**config.mk**
```make
export PLATFORM = sky130hd
export DESIGN_NAME = vid_acq_window
export DESIGN_NICKNAME = d
export VERILOG_FILES = /design/src/rtl/vaw_pkg.sv /design/src/rtl/vaw_edge.sv /design/src/rtl/vaw_count.sv /design/src/rtl/vaw_win.sv /design/src/rtl/vid_acq_window.sv
export SDC_FILE = /design/constraint.sdc
export NUM_CORES = 1
export LEC_CHECK = 0
export BUFFER_PORTS_ARGS = -buffer_cell sky130_fd_sc_hd__buf_2
export CORE_ASPECT_RATIO = 1.4
export CORE_MARGIN = 1.5
export CORE_UTILIZATION = 35
export CTS_CLUSTER_DIAMETER = 40
export DETAILED_ROUTE_END_ITERATION = 7
export PLACE_DENSITY = 0.56
export SLEW_MARGIN = 20
export SYNTH_ARGS = -nofsm -noshare
export SYNTH_HDL_FRONTEND = slang
export SYNTH_SLANG_ARGS = --single-unit
```
**constraint.sdc**
```tcl
create_clock -name clk -period 6.27 [get_ports clk]
set_clock_uncertainty 0.1 [all_clocks]
set_input_delay 0.627 -clock clk [delete_from_list [all_inputs] [get_ports clk]]
set_output_delay 0.627 -clock clk [all_outputs]
set_load 0.03 [all_outputs]
```
**src/rtl/vaw_pkg.sv**
```systemverilog
package vaw_pkg;
  localparam int VAW_CW = 12;

  typedef enum logic {
    EDGE_RISE = 1'b0,
    EDGE_FALL = 1'b1
  } edge_e;
endpackage

```
**src/rtl/vaw_edge.sv**
```systemverilog
module vaw_edge
  import vaw_pkg::*;
(
  input  logic clk,
  input  logic rst_n,
  input  logic sig_i,
  input  logic fall_i,
  output logic evt_o
);
  logic  sig_q;
  edge_e sel;

  assign sel   = edge_e'(fall_i);
  assign evt_o = (sel == EDGE_FALL) ? (sig_q & ~sig_i) : (~sig_q & sig_i);

  always_ff @(posedge clk or negedge rst_n) begin
    if (!rst_n) sig_q <= 1'b0;
    else        sig_q <= sig_i;
  end
endmodule

```
**src/rtl/vaw_count.sv**
```systemverilog
module vaw_count #(
  parameter int CW = 12
) (
  input  logic          clk,
  input  logic          rst_n,
  input  logic          h_evt,
  input  logic          v_evt,
  input  logic          pix_vld,
  output logic          pix_ok,
  output logic [CW-1:0] pcnt,
  output logic [CW-1:0] lcnt
);
  localparam logic [CW-1:0] CMAX = {CW{1'b1}};

  logic [CW-1:0] pcnt_q, pcnt_d, lcnt_q, lcnt_d;
  logic          hit_q, hit_d;

  assign pix_ok = pix_vld & ~h_evt & ~v_evt;
  assign pcnt   = pcnt_q;
  assign lcnt   = lcnt_q;

  always_comb begin
    pcnt_d = pcnt_q;
    lcnt_d = lcnt_q;
    hit_d  = hit_q;
    if (v_evt) begin
      pcnt_d = '0;
      lcnt_d = '0;
      hit_d  = 1'b0;
    end else if (h_evt) begin
      pcnt_d = '0;
      hit_d  = 1'b0;
      if (hit_q && (lcnt_q != CMAX)) lcnt_d = lcnt_q + 1'b1;
    end else if (pix_ok) begin
      hit_d = 1'b1;
      if (pcnt_q != CMAX) pcnt_d = pcnt_q + 1'b1;
    end
  end

  always_ff @(posedge clk or negedge rst_n) begin
    if (!rst_n) begin
      pcnt_q <= '0;
      lcnt_q <= '0;
      hit_q  <= 1'b0;
    end else begin
      pcnt_q <= pcnt_d;
      lcnt_q <= lcnt_d;
      hit_q  <= hit_d;
    end
  end
endmodule

```
**src/rtl/vaw_win.sv**
```systemverilog
module vaw_win #(
  parameter int CW = 12
) (
  input  logic          clk,
  input  logic          rst_n,
  input  logic          v_evt,
  input  logic          pix_ok,
  input  logic [CW-1:0] pcnt,
  input  logic [CW-1:0] lcnt,
  input  logic [CW-1:0] xoff,
  input  logic [CW-1:0] xlen,
  input  logic [CW-1:0] xdst,
  input  logic [CW-1:0] yoff,
  input  logic [CW-1:0] ylen,
  input  logic [CW-1:0] ydst,
  output logic          win_vld,
  output logic [CW-1:0] win_x,
  output logic [CW-1:0] win_y,
  output logic          line_start,
  output logic          line_end
);
  localparam int EW = CW + 1;

  // rectangle captured at the vertical event
  logic [CW-1:0] xo_q, xl_q, xd_q, yo_q, yl_q, yd_q;
  logic [CW-1:0] xspan, yspan;
  logic [EW-1:0] xend, yend;
  logic          in_x, in_y, hit_d, sol_d, eol_d;
  logic [CW-1:0] wx_d, wy_d;
  logic          win_q, sol_q, eol_q;
  logic [CW-1:0] wx_q, wy_q;

  always_ff @(posedge clk or negedge rst_n) begin
    if (!rst_n) begin
      xo_q <= '0; xl_q <= '0; xd_q <= '0;
      yo_q <= '0; yl_q <= '0; yd_q <= '0;
    end else if (v_evt) begin
      xo_q <= xoff; xl_q <= xlen; xd_q <= xdst;
      yo_q <= yoff; yl_q <= ylen; yd_q <= ydst;
    end
  end

  always_comb begin
    xspan = (xl_q < xd_q) ? xl_q : xd_q;
    yspan = (yl_q < yd_q) ? yl_q : yd_q;
    xend  = {1'b0, xo_q} + {1'b0, xspan};
    yend  = {1'b0, yo_q} + {1'b0, yspan};
    in_x  = (pcnt >= xo_q) && ({1'b0, pcnt} < xend);
    in_y  = (lcnt >= yo_q) && ({1'b0, lcnt} < yend);
    hit_d = pix_ok & in_x & in_y;
    sol_d = hit_d & (pcnt == xo_q);
    eol_d = hit_d & ({1'b0, pcnt} == (xend - 1'b1));
    wx_d  = hit_d ? (pcnt - xo_q) : '0;
    wy_d  = hit_d ? (lcnt - yo_q) : '0;
  end

  always_ff @(posedge clk or negedge rst_n) begin
    if (!rst_n) begin
      win_q <= 1'b0; sol_q <= 1'b0; eol_q <= 1'b0;
      wx_q  <= '0;   wy_q  <= '0;
    end else begin
      win_q <= hit_d; sol_q <= sol_d; eol_q <= eol_d;
      wx_q  <= wx_d;  wy_q  <= wy_d;
    end
  end

  assign win_vld    = win_q;
  assign win_x      = wx_q;
  assign win_y      = wy_q;
  assign line_start = sol_q;
  assign line_end   = eol_q;
endmodule

```
**src/rtl/vid_acq_window.sv**
```systemverilog
module vid_acq_window #(
  parameter int CW = vaw_pkg::VAW_CW
) (
  input  logic          clk,
  input  logic          rst_n,
  input  logic          pix_vld,
  input  logic          href,
  input  logic          vref,
  input  logic          h_edge_fall,
  input  logic          v_edge_fall,
  input  logic [CW-1:0] xoff,
  input  logic [CW-1:0] xlen,
  input  logic [CW-1:0] xdst,
  input  logic [CW-1:0] yoff,
  input  logic [CW-1:0] ylen,
  input  logic [CW-1:0] ydst,
  output logic          win_vld,
  output logic [CW-1:0] win_x,
  output logic [CW-1:0] win_y,
  output logic          line_start,
  output logic          line_end
);
  localparam int NREF = 2;

  logic [NREF-1:0] ref_in, ref_sel, ref_evt;
  logic            pix_ok;
  logic [CW-1:0]   pcnt, lcnt;

  assign ref_in  = {vref, href};
  assign ref_sel = {v_edge_fall, h_edge_fall};

  for (genvar g = 0; g < NREF; g++) begin : g_edge
    vaw_edge u_edge (
      .clk    (clk),
      .rst_n  (rst_n),
      .sig_i  (ref_in[g]),
      .fall_i (ref_sel[g]),
      .evt_o  (ref_evt[g])
    );
  end

  vaw_count #(.CW(CW)) u_count (
    .clk     (clk),
    .rst_n   (rst_n),
    .h_evt   (ref_evt[0]),
    .v_evt   (ref_evt[1]),
    .pix_vld (pix_vld),
    .pix_ok  (pix_ok),
    .pcnt    (pcnt),
    .lcnt    (lcnt)
  );

  vaw_win #(.CW(CW)) u_win (
    .clk        (clk),
    .rst_n      (rst_n),
    .v_evt      (ref_evt[1]),
    .pix_ok     (pix_ok),
    .pcnt       (pcnt),
    .lcnt       (lcnt),
    .xoff       (xoff),
    .xlen       (xlen),
    .xdst       (xdst),
    .yoff       (yoff),
    .ylen       (ylen),
    .ydst       (ydst),
    .win_vld    (win_vld),
    .win_x      (win_x),
    .win_y      (win_y),
    .line_start (line_start),
    .line_end   (line_end)
  );
endmodule

```
==> results_dict.tcl, run 1 <==
set metrics [dict create \
    status "finished clean" \
    power_mw 3.62 \
    rr_worst_depth 26 \
    period_needed_ps 5880 \
    grt_max_degree 80 \
    finalMaxSlewViolations 0 \
    io_buffer_count 105 \
    drive_above_1_share_pct 21.9 \
    setup_violations 0 \
    synth_mux_area_share_pct 7.25 \
    drcViolationCount 0 \
    path_clk_slew_ps 60 \
    clk_latency_ps 430 \
    synth_commonest_cells "dfrtp_1, ha_1, nand2_1, nor2_1, o21ai_0" \
    holdBufCountCts 0 \
    slew_headroom_pct 41.4 \
    fin_crit_sh_pct 93.7 \
    place_inst 1289 \
    antenna_found_initial 0 \
    synth_seq_cells 126 \
    fmax_ghz 0.170 \
    yosys.area.top_type_share_pct 37.1 \
    cp-start-kind "register" \
    netlist_area_um2 8490 \
    h-tree-depth 4 \
    nets 1185 \
    r2r-start "u_win.yl_q[1]$_DFFE_PN0P_" \
    synth_compound_area_share_pct 14.7 \
    grt_pass1_vias 6768 \
    cp_data_required_time_ps 6500 \
    drtAntennaViolNets 0 \
    worst_r2r_endpoint "u_win.win_x[3]$_DFF_PN0_" \
    syn_area_per_cell_um2 9.51 \
    grt-ovfl-total 0 \
    synth_cell_types 69 \
    whs_ps 69.2 \
    wl_per_cell_um 16.1 \
    via_per_inst 5.06 \
    yosysSeqAreaShare_pct 37.1 \
    grt_first_pass_wirelength_um 34700 \
    syn_to_final_growth_pct 18.1 \
    cts_buffer_depth 2 \
    synthTopCellsByArea "dfrtp_1, ha_1, mux2_2" \
    n_antenna_cell 0 \
    die_area_um2 25200 \
    yosys.area_share.adder_pct 15.2 \
    synth_edf_count 0 \
    yosys.area.top_type "dfrtp_1" \
    gp_congestion 0.832 \
    synth_xor_area_share_pct 7.25 \
    track_usage_pct 17.8 \
    cts_buffers 17 \
    rrSetupSlack_ps 390 \
    ioPinCount 106 \
    endpoint_kind "register" \
    syn_inst 893 \
    vias 6729 \
    power.density_nw_per_um2 361 \
    die_y_um 187 \
    p_leak_nw 4.85 \
    synth_top_family_by_area "adder cells" \
    ir_drop_uv 214 \
    route.final.wire_length_um 21400 \
    synth_most_common_cell "dfrtp_1" \
    initial_utilization_pct 35.6 \
    cts_tree "yes" \
    cp_max_fo 27 \
    rows 67 \
    worstPathArrival_ps 6100 \
    place_hpwl_um 16600 \
    drt-initial-drc-count 267 \
    setup.worst_path.class "register to register" \
    holdCritPathClass "input port to async pin" \
    numClockSinks 126 \
    hold_viol 0 \
    synth_fp_nets 1072 \
    cts-root-buf "clkbuf_16" \
    core_area_um2 23900 \
    fillCellCount 2419 \
    drv_cap 0 \
    worst_pin_slew_ps 880 \
    synth_flop_cell "dfrtp_1" \
    drtPass1Iterations 4 \
    ys_warn_count 0 \
    die_w_um 135 \
    synth-simple-area-share_pct 14.3 \
    stdcell_count 1329 \
    async_flop_share_pct 100 \
]
==> cells in the final DEF, fill, tap and decap left out, drive strengths merged, types with 6 or more instances in the layout <==
cell	Yosys	final
nor3	11	11
nand3	16	16
and3	7	7
nand2	82	82
nor2	78	78
o21a	7	7
ha	96	96
clkbuf	21	19
xnor2	29	29
or3	6	6
nand4	16	16
clkinvlp	0	7
xor2	34	34
dfrtp	126	126
nand2b	9	9
mux2	52	52
inv	69	71
a21oi	41	41
nor2b	6	6
buf	5	120
a21o	19	19
o21ai	77	77
==> kinds of logic (layout without fill, tap and decap cells) <==
group / count (synthesis) / count (layout)
simple gates: 257 / 257
compound gates: 194 / 194
flops: 126 / 126
fa+ha+maj: 101 / 101
buf+inv: 95 / 221
xor+xnor: 65 / 65
mux: 55 / 55
==> critical path, cell delays in order (launching register included) <==
cell and delay [ps]:
dfrtp_1 390, ha_1 270, a21o_1 160, a21o_1 180, a21oi_1 140, nor2b_1 50, o21ai_0 180, nand3_1 120
a31o_4 330, mux2_2 310, ha_1 220, fa_1 420, a21oi_2 170, o211ai_1 140, o21a_1 190, o21ai_0 150
nand2b_1 110, a31o_2 280, xnor2_1 130, ha_1 290, nand4_1 80, nor3_1 70, nor4_1 290, a311oi_1 120
or3_1 390, buf_4 230, nor3_1 260
==> layout make-up <==
type	instances	area, um2	area share [%]
multi-input combinational	672	5020	50.1
sequential	126	3150	31.4
timing repair buffer	120	644	6.42
clock buffer	19	453	4.51
tap	310	388	3.86
inverter	69	259	2.58
clock inverter	13	115	1.15
==> per-layer routing <==
metal | part of all wire [%] | track usage (%)
met1 | 40 | 19.5
met3 | 2.4 | 3.20
met4 | 1.8 | 6.12
met5 | 0 | 0
met2 | 55 | 33.8
==> through the flow <==
| stage | util [%] | setup TNS (ps) | setup slack, ps | cell area (um2) |
|---|---|---|---|---|
| floorplan | - | 0 | 548 | 8490 |
| global route | 42.0 | -25.0 | -25.0 | 10000 |
| finish | 42.0 | 0 | 393 | 10000 |
| detailed placement | 39.3 | 0 | 304 | 9380 |
| CTS | 41.6 | 0 | 258 | 9950 |
| global placement | 39.3 | 0 | 304 | 9380 |
==> power breakdown <==
part	leakage [nW]	internal, mW	switching [mW]
clock	0.260	0.565	0.393
sequential	1.61	0.903	0.0767
combinational	2.97	0.784	0.903
total	4.85	2.25	1.37
==> state kept, by name, summed over array words and instances (netlist names) <==
| register | cells |
|---|---|
| u_win.line_start | 1 |
| u_win.xd_q | 12 |
| g_edge.u_edge.sig_q | 2 |
| u_win.xo_q | 12 |
| u_count.pcnt | 12 |
| u_win.yl_q | 12 |
| u_win.xl_q | 12 |
| u_win.yo_q | 12 |
| u_win.line_end | 1 |
| u_count.lcnt | 12 |
| u_win.win_x | 12 |
| u_count.hit_q | 1 |
| u_win.win_y | 12 |
| u_win.yd_q | 12 |
| u_win.win_vld | 1 |
==> worst max path at each step <==
stage                                    startpoint                       end  slack (ps)  cells past startpoint
final                     u_win.yl_q[1]$_DFFE_PN0P_  u_win.win_x[3]$_DFF_PN0_         390                     26
after global routing      u_win.xd_q[1]$_DFFE_PN0P_  u_win.win_x[3]$_DFF_PN0_         -30                     27
after global placement    u_win.yl_q[1]$_DFFE_PN0P_  u_win.win_x[3]$_DFF_PN0_         300                     26
after floorplan           u_win.xd_q[1]$_DFFE_PN0P_  u_win.win_x[2]$_DFF_PN0_         550                     27
after CTS                 u_win.xd_q[1]$_DFFE_PN0P_  u_win.win_x[3]$_DFF_PN0_         260                     27
after detailed placement  u_win.yl_q[1]$_DFFE_PN0P_  u_win.win_x[3]$_DFF_PN0_         300                     26
==> what timing repair did <==
action                     CTS  global route
setup endpoints to repair    0            27
gates resized for setup      0             6
setup buffers                0             8
Note: power is estimated with default switching activity, not from simulation.
==> run 2, diff against run 1 <==
--- a/config.mk
+++ b/config.mk
@@ -8,10 +8,10 @@
 export BUFFER_PORTS_ARGS = -buffer_cell sky130_fd_sc_hd__buf_2
 export CORE_ASPECT_RATIO = 1.4
 export CORE_MARGIN = 1.5
-export CORE_UTILIZATION = 35
+export CORE_UTILIZATION = 50
 export CTS_CLUSTER_DIAMETER = 40
 export DETAILED_ROUTE_END_ITERATION = 7
-export PLACE_DENSITY = 0.56
+export PLACE_DENSITY = 0.73
 export SLEW_MARGIN = 20
 export SYNTH_ARGS = -nofsm -noshare
 export SYNTH_HDL_FRONTEND = slang
==> run 2 against run 1 <==
Against the previous run: first-iteration DRC count up 28%; maximum frequency is 0.27% higher; register-to-register slack gained 20 ps; sequential cell count is the same; final area is 1.2% lower; non-clock buffer count is 7 lower.
==> results_dict.tcl, run 2 (same netlist as run 1, synthesis figures left out) <==
set metrics [dict create \
    core_area_um2 16700 \
    drtPass1Iterations 4 \
    dpl_cell_area_um2 9250 \
    cp_max_fo 14 \
    cts_buffers 17 \
    worst_pin_slew_ps 1020 \
    vias 6786 \
    route.final.wire_length_um 20100 \
    drtAntennaViolNets 0 \
    p_leak_nw 4.85 \
    rows 56 \
    cts-resized-gates 0 \
    cts_tree "yes" \
    setup_violations 0 \
    grt-ovfl-total 0 \
    fin_setup_tns_ps 0 \
    power.density_nw_per_um2 373 \
    hold_viol 0 \
    drive_above_1_share_pct 21.0 \
    endpoint_kind "register" \
    fillCellCount 1474 \
    die_y_um 157 \
    place_hpwl_um 15200 \
    die_w_um 113 \
    grt_first_pass_wirelength_um 33000 \
    worstPathArrival_ps 6100 \
    syn_to_final_growth_pct 16.7 \
    drcViolationCount 0 \
    holdBufCountCts 0 \
    io_buffer_count 105 \
    track_usage_pct 24.0 \
    ir_drop_uv 222 \
    fmax_ghz 0.171 \
    drv_cap 0 \
    layout_commonest_cell "dfrtp_1" \
    drt-initial-drc-count 343 \
    status "finished clean" \
    cts_buffer_depth 2 \
    grt_max_degree 108 \
    slew_headroom_pct 31.7 \
    path_clk_slew_ps 60 \
    cts_setup_buffers 0 \
    stdcell_area_um2 9920 \
    grt_pass1_vias 6745 \
    ioPinCount 106 \
    finalMaxSlewViolations 0 \
    cts-root-buf "clkbuf_16" \
    via_per_inst 5.59 \
    most-common-layout-cells "dfrtp_1, buf_2, ha_1" \
    fin_crit_sh_pct 93.5 \
    clk_latency_ps 430 \
    period_needed_ps 5860 \
    wl_per_cell_um 16.6 \
    cp-start-kind "register" \
    holdCritPathClass "input port to async pin" \
    rsz0062_at_grt "false" \
    cp_data_required_time_ps 6510 \
    nets 1178 \
    setup.worst_path.class "register to register" \
    antenna_found_initial 0 \
    die_area_um2 17800 \
    numClockSinks 126 \
    h-tree-depth 4 \
    initial_utilization_pct 50.9 \
    gp_congestion 0.876 \
    n_antenna_cell 0 \
]
==> run 2: worst paths after layout <==
kind	end	start	cells after the start	slack [ps]
setup / recovery	u_win.win_y[9]$_DFF_PN0_	u_win.xd_q[1]$_DFFE_PN0P_	26	410
hold / removal	u_count.pcnt[1]$_DFFE_PN0P_	rst_n	1	130
setup reg to reg	u_win.win_y[9]$_DFF_PN0_	u_win.xd_q[1]$_DFFE_PN0P_	26	410
hold reg to reg	u_count.hit_q$_DFFE_PN0P_	u_count.hit_q$_DFFE_PN0P_	2	430
max in group asynchronous	u_win.yo_q[0]$_DFFE_PN0P_	rst_n	2	4830
min in group clk	g_edge[0].u_edge.sig_q$_DFF_PN0_	href	1	240
==> run 2: worst max-delay path, cell delays in order, from the launching register on <==
cell and delay, ps:
dfrtp_1 360, inv_1 60, ha_1 300, a21o_1 170, a21o_1 170, a21o_1 180, a21o_1 180, a21oi_1 130
o21ai_0 100, a31oi_1 320, buf_4 240, mux2_2 350, ha_1 380, nand3_1 120, and2_1 170, a21oi_1 120
o31a_1 290, o31ai_1 300, ha_1 320, nand3_1 80, nor2_1 40, a221oi_1 280, maj3_1 210, a21oi_1 70
or3_4 430, buf_4 200, nor2_1 110
==> run 2: cell type report <==
cell class                 instances  area, um2  share of cell area, %
tap                              203        254                   2.56
clock buffer                      19        443                   4.47
inverter                          69        259                   2.61
multi-input combinational        672       5030                   50.7
clock inverter                    12        186                   1.88
sequential                       126       3150                   31.8
timing repair buffer             113        592                   5.97
==> run 2: where the power goes <==
group	switching (mW)	internal (mW)	leakage [nW]
sequential	0.0755	0.903	1.61
clock	0.386	0.677	0.296
combinational	0.895	0.759	2.94
total	1.36	2.34	4.85
==> run 2: routing by layer <==
layer / share of wire (%) / global-route usage [%]
met1: 39 / 26.7
met2: 54 / 43.9
met3: 2.8 / 4.27
met4: 4.5 / 11.8
met5: 0 / 0
==> run 2: per-stage QoR <==
step                      cells  hold WS, ps  setup slack [ps]  util [%]  total power [mW]
final                      1214          129               409      59.5              3.70
after global routing       1214          201              17.8      59.5              3.97
after CTS                  1214          231              82.0      59.2              3.70
after detailed placement   1183          424               188      55.5              2.62
after global placement     1183          386               240      55.5              2.59
after floorplan             893          231               548         -              2.24
==> run 3, diff against run 2 <==
--- a/config.mk
+++ b/config.mk
@@ -6,12 +6,14 @@
 export NUM_CORES = 1
 export LEC_CHECK = 0
 export BUFFER_PORTS_ARGS = -buffer_cell sky130_fd_sc_hd__buf_2
+export CELL_PAD_IN_SITES_DETAIL_PLACEMENT = 2
+export CELL_PAD_IN_SITES_GLOBAL_PLACEMENT = 2
 export CORE_ASPECT_RATIO = 1.4
 export CORE_MARGIN = 1.5
-export CORE_UTILIZATION = 50
+export CORE_UTILIZATION = 40
 export CTS_CLUSTER_DIAMETER = 40
 export DETAILED_ROUTE_END_ITERATION = 7
-export PLACE_DENSITY = 0.73
+export PLACE_DENSITY = 0.89
 export SLEW_MARGIN = 20
 export SYNTH_ARGS = -nofsm -noshare
 export SYNTH_HDL_FRONTEND = slang
==> constraint.sdc (replaced) <==
create_clock -name clk -period 6.8 [get_ports clk]
set_clock_uncertainty 0.1 [all_clocks]
set_input_delay 0.68 -clock clk [delete_from_list [all_inputs] [get_ports clk]]
set_output_delay 0.68 -clock clk [all_outputs]
set_load 0.03 [all_outputs]
==> run 3 against run 2 <==
Against the previous run: routed wire length grew 55%; sequential power shrank 6.5%; die area grew 24%; global-route usage grew 5.3 points; critical endpoint is now u_win.win_x[3]$_DFF_PN0_; final area grew 0.78%; largest power group unchanged; utilization shrank 11 points; maximum frequency shrank 8.2%; clock power is essentially flat; cell count grew 4.0%; via count grew 9.1%.
==> results_dict.tcl, run 3 (same netlist as run 1, synthesis figures left out) <==
set metrics [dict create \
    status "finished clean" \
    h-tree-depth 4 \
    grt_first_pass_wirelength_um 48900 \
    rrSetupSlack_ps 420 \
    die_y_um 175 \
    hold_viol 0 \
    grt_pass1_vias 8613 \
    syn_to_final_growth_pct 17.7 \
    drt-initial-drc-count 381 \
    cts-root-buf "clkbuf_16" \
    cpLargestDelayFamily "compound AO/OA/AOI/OAI gates" \
    die_area_um2 22100 \
    io_buffer_count 105 \
    wl_per_cell_um 24.8 \
    worst_r2r_endpoint "u_win.win_x[3]$_DFF_PN0_" \
    path_clk_slew_ps 60 \
    fin_setup_tns_ps 0 \
    preCtsSetupSlack_ps 408 \
    ir_drop_uv 244 \
    fmax_ghz 0.157 \
    ioPinCount 106 \
    track_usage_pct 29.3 \
    gp_congestion 0.809 \
    drtPass1Iterations 7 \
    power.density_nw_per_um2 372 \
    cts_buffers 17 \
    layout_commonest_cell "dfrtp_1" \
    r2r-start "u_win.xd_q[1]$_DFFE_PN0P_" \
    cp_max_fo 27 \
    cpPeakStageDelay_ps 380 \
    drtAntennaViolNets 0 \
    drcViolationCount 0 \
    drv_cap 0 \
    cts_setup_buffers 0 \
    setup_violations 0 \
    n_antenna_cell 0 \
    rsz0062_at_grt "false" \
    antenna_found_initial 0 \
    holdCritPathClass "input port to async pin" \
    cp_data_required_time_ps 7040 \
    worst_pin_slew_ps 985 \
    grt-ovfl-total 0 \
    cts-resized-gates 0 \
    vias 7403 \
    slowest_stage "dfrtp_1" \
    core_area_um2 20700 \
    place_inst 1233 \
    slew_headroom_pct 34.3 \
    fillCellCount 2205 \
    cts_tree "yes" \
    drive_above_1_share_pct 20.7 \
    most-common-layout-cells "dfrtp_1, buf_2, ha_1" \
    stdcell_count 1262 \
    die_w_um 126 \
    cp-start-kind "register" \
    grt_max_degree 72 \
    endpoint_kind "register" \
    finalMaxSlewViolations 0 \
    initial_utilization_pct 41.0 \
    nets 1175 \
    rr_worst_depth 26 \
    layout_setup_ws_ps 417 \
    numClockSinks 126 \
    period_needed_ps 6380 \
    cts_buffer_depth 2 \
    crit_buf_inv 3 \
    fin_crit_sh_pct 93.9 \
    route.final.wire_length_um 31200 \
    holdBufCountCts 0 \
    clk_latency_ps 440 \
    rows 62 \
    via_per_inst 5.87 \
    place_hpwl_um 21000 \
    worstPathArrival_ps 6620 \
    setup.worst_path.class "register to register" \
    p_leak_nw 4.86 \
]
[run 3: area by class of cell]
| type | instances | area, um2 | area share [%] |
|---|---|---|---|
| inverters | 69 | 259 | 2.59 |
| clock buffers | 23 | 498 | 4.98 |
| multi-input cells | 672 | 5040 | 50.4 |
| repair buffers | 110 | 569 | 5.70 |
| well taps | 256 | 320 | 3.20 |
| clock inverters | 6 | 155 | 1.55 |
| flip-flops and latches | 126 | 3150 | 31.5 |
[run 3: worst reg2reg max path, delay by kind of cell, from the launching register on]
kind	cells	cell delay, ps
AND/OR/NAND/NOR	5	940
multiplexers	1	370
buffers and inverters	3	610
adder cells (fa/ha/maj)	4	1230
flip-flops	1	380
AO/OA/AOI/OAI	13	2660
[run 3: layer usage]
metal,track usage (%),wire (um),vias up
li1,-,-,3338
met1,29.5,11200,3781
met2,55.6,17100,182
met3,4.05,725,102
met4,19.5,2120,0
met5,0,0,-
[run 3: power breakdown]
group / internal [mW] / leakage (nW) / total [mW] / switching [mW]
sequential: 0.833 / 1.61 / 0.914 / 0.0810
combinational: 0.714 / 2.93 / 1.76 / 1.05
clock: 0.692 / 0.321 / 1.04 / 0.350
total: 2.24 / 4.86 / 3.72 / 1.48
[run 3: worst max-delay path by stage]
stage	startpoint	end	slack [ps]	depth (start not counted)
2_1_floorplan	u_win.xd_q[1]$_DFFE_PN0P_	u_win.win_x[2]$_DFF_PN0_	1080	27
3_3_place_gp	u_win.xd_q[1]$_DFFE_PN0P_	u_win.line_end$_DFF_PN0_	840	26
3_5_place_dp	u_win.xd_q[1]$_DFFE_PN0P_	u_win.line_start$_DFF_PN0_	410	26
4_1_cts	u_win.xd_q[1]$_DFFE_PN0P_	u_win.win_x[3]$_DFF_PN0_	100	26
5_1_grt	u_win.xd_q[1]$_DFFE_PN0P_	u_win.win_x[3]$_DFF_PN0_	40	26
6_report	u_win.xd_q[1]$_DFFE_PN0P_	u_win.win_x[3]$_DFF_PN0_	420	26
[run 3: per-stage QoR]
step / hold WS, ps / instance area [um2] / power [mW] / util, %
6_report: 102 / 9990 / 3.72 / 48.3
5_1_grt: 133 / 9990 / 3.91 / 48.3
4_1_cts: 115 / 9950 / 3.70 / 48.0
3_5_place_dp: 427 / 9300 / 2.53 / 44.9
3_3_place_gp: 395 / 9300 / 2.40 / 44.9
2_1_floorplan: 284 / 8490 / 2.06 / -
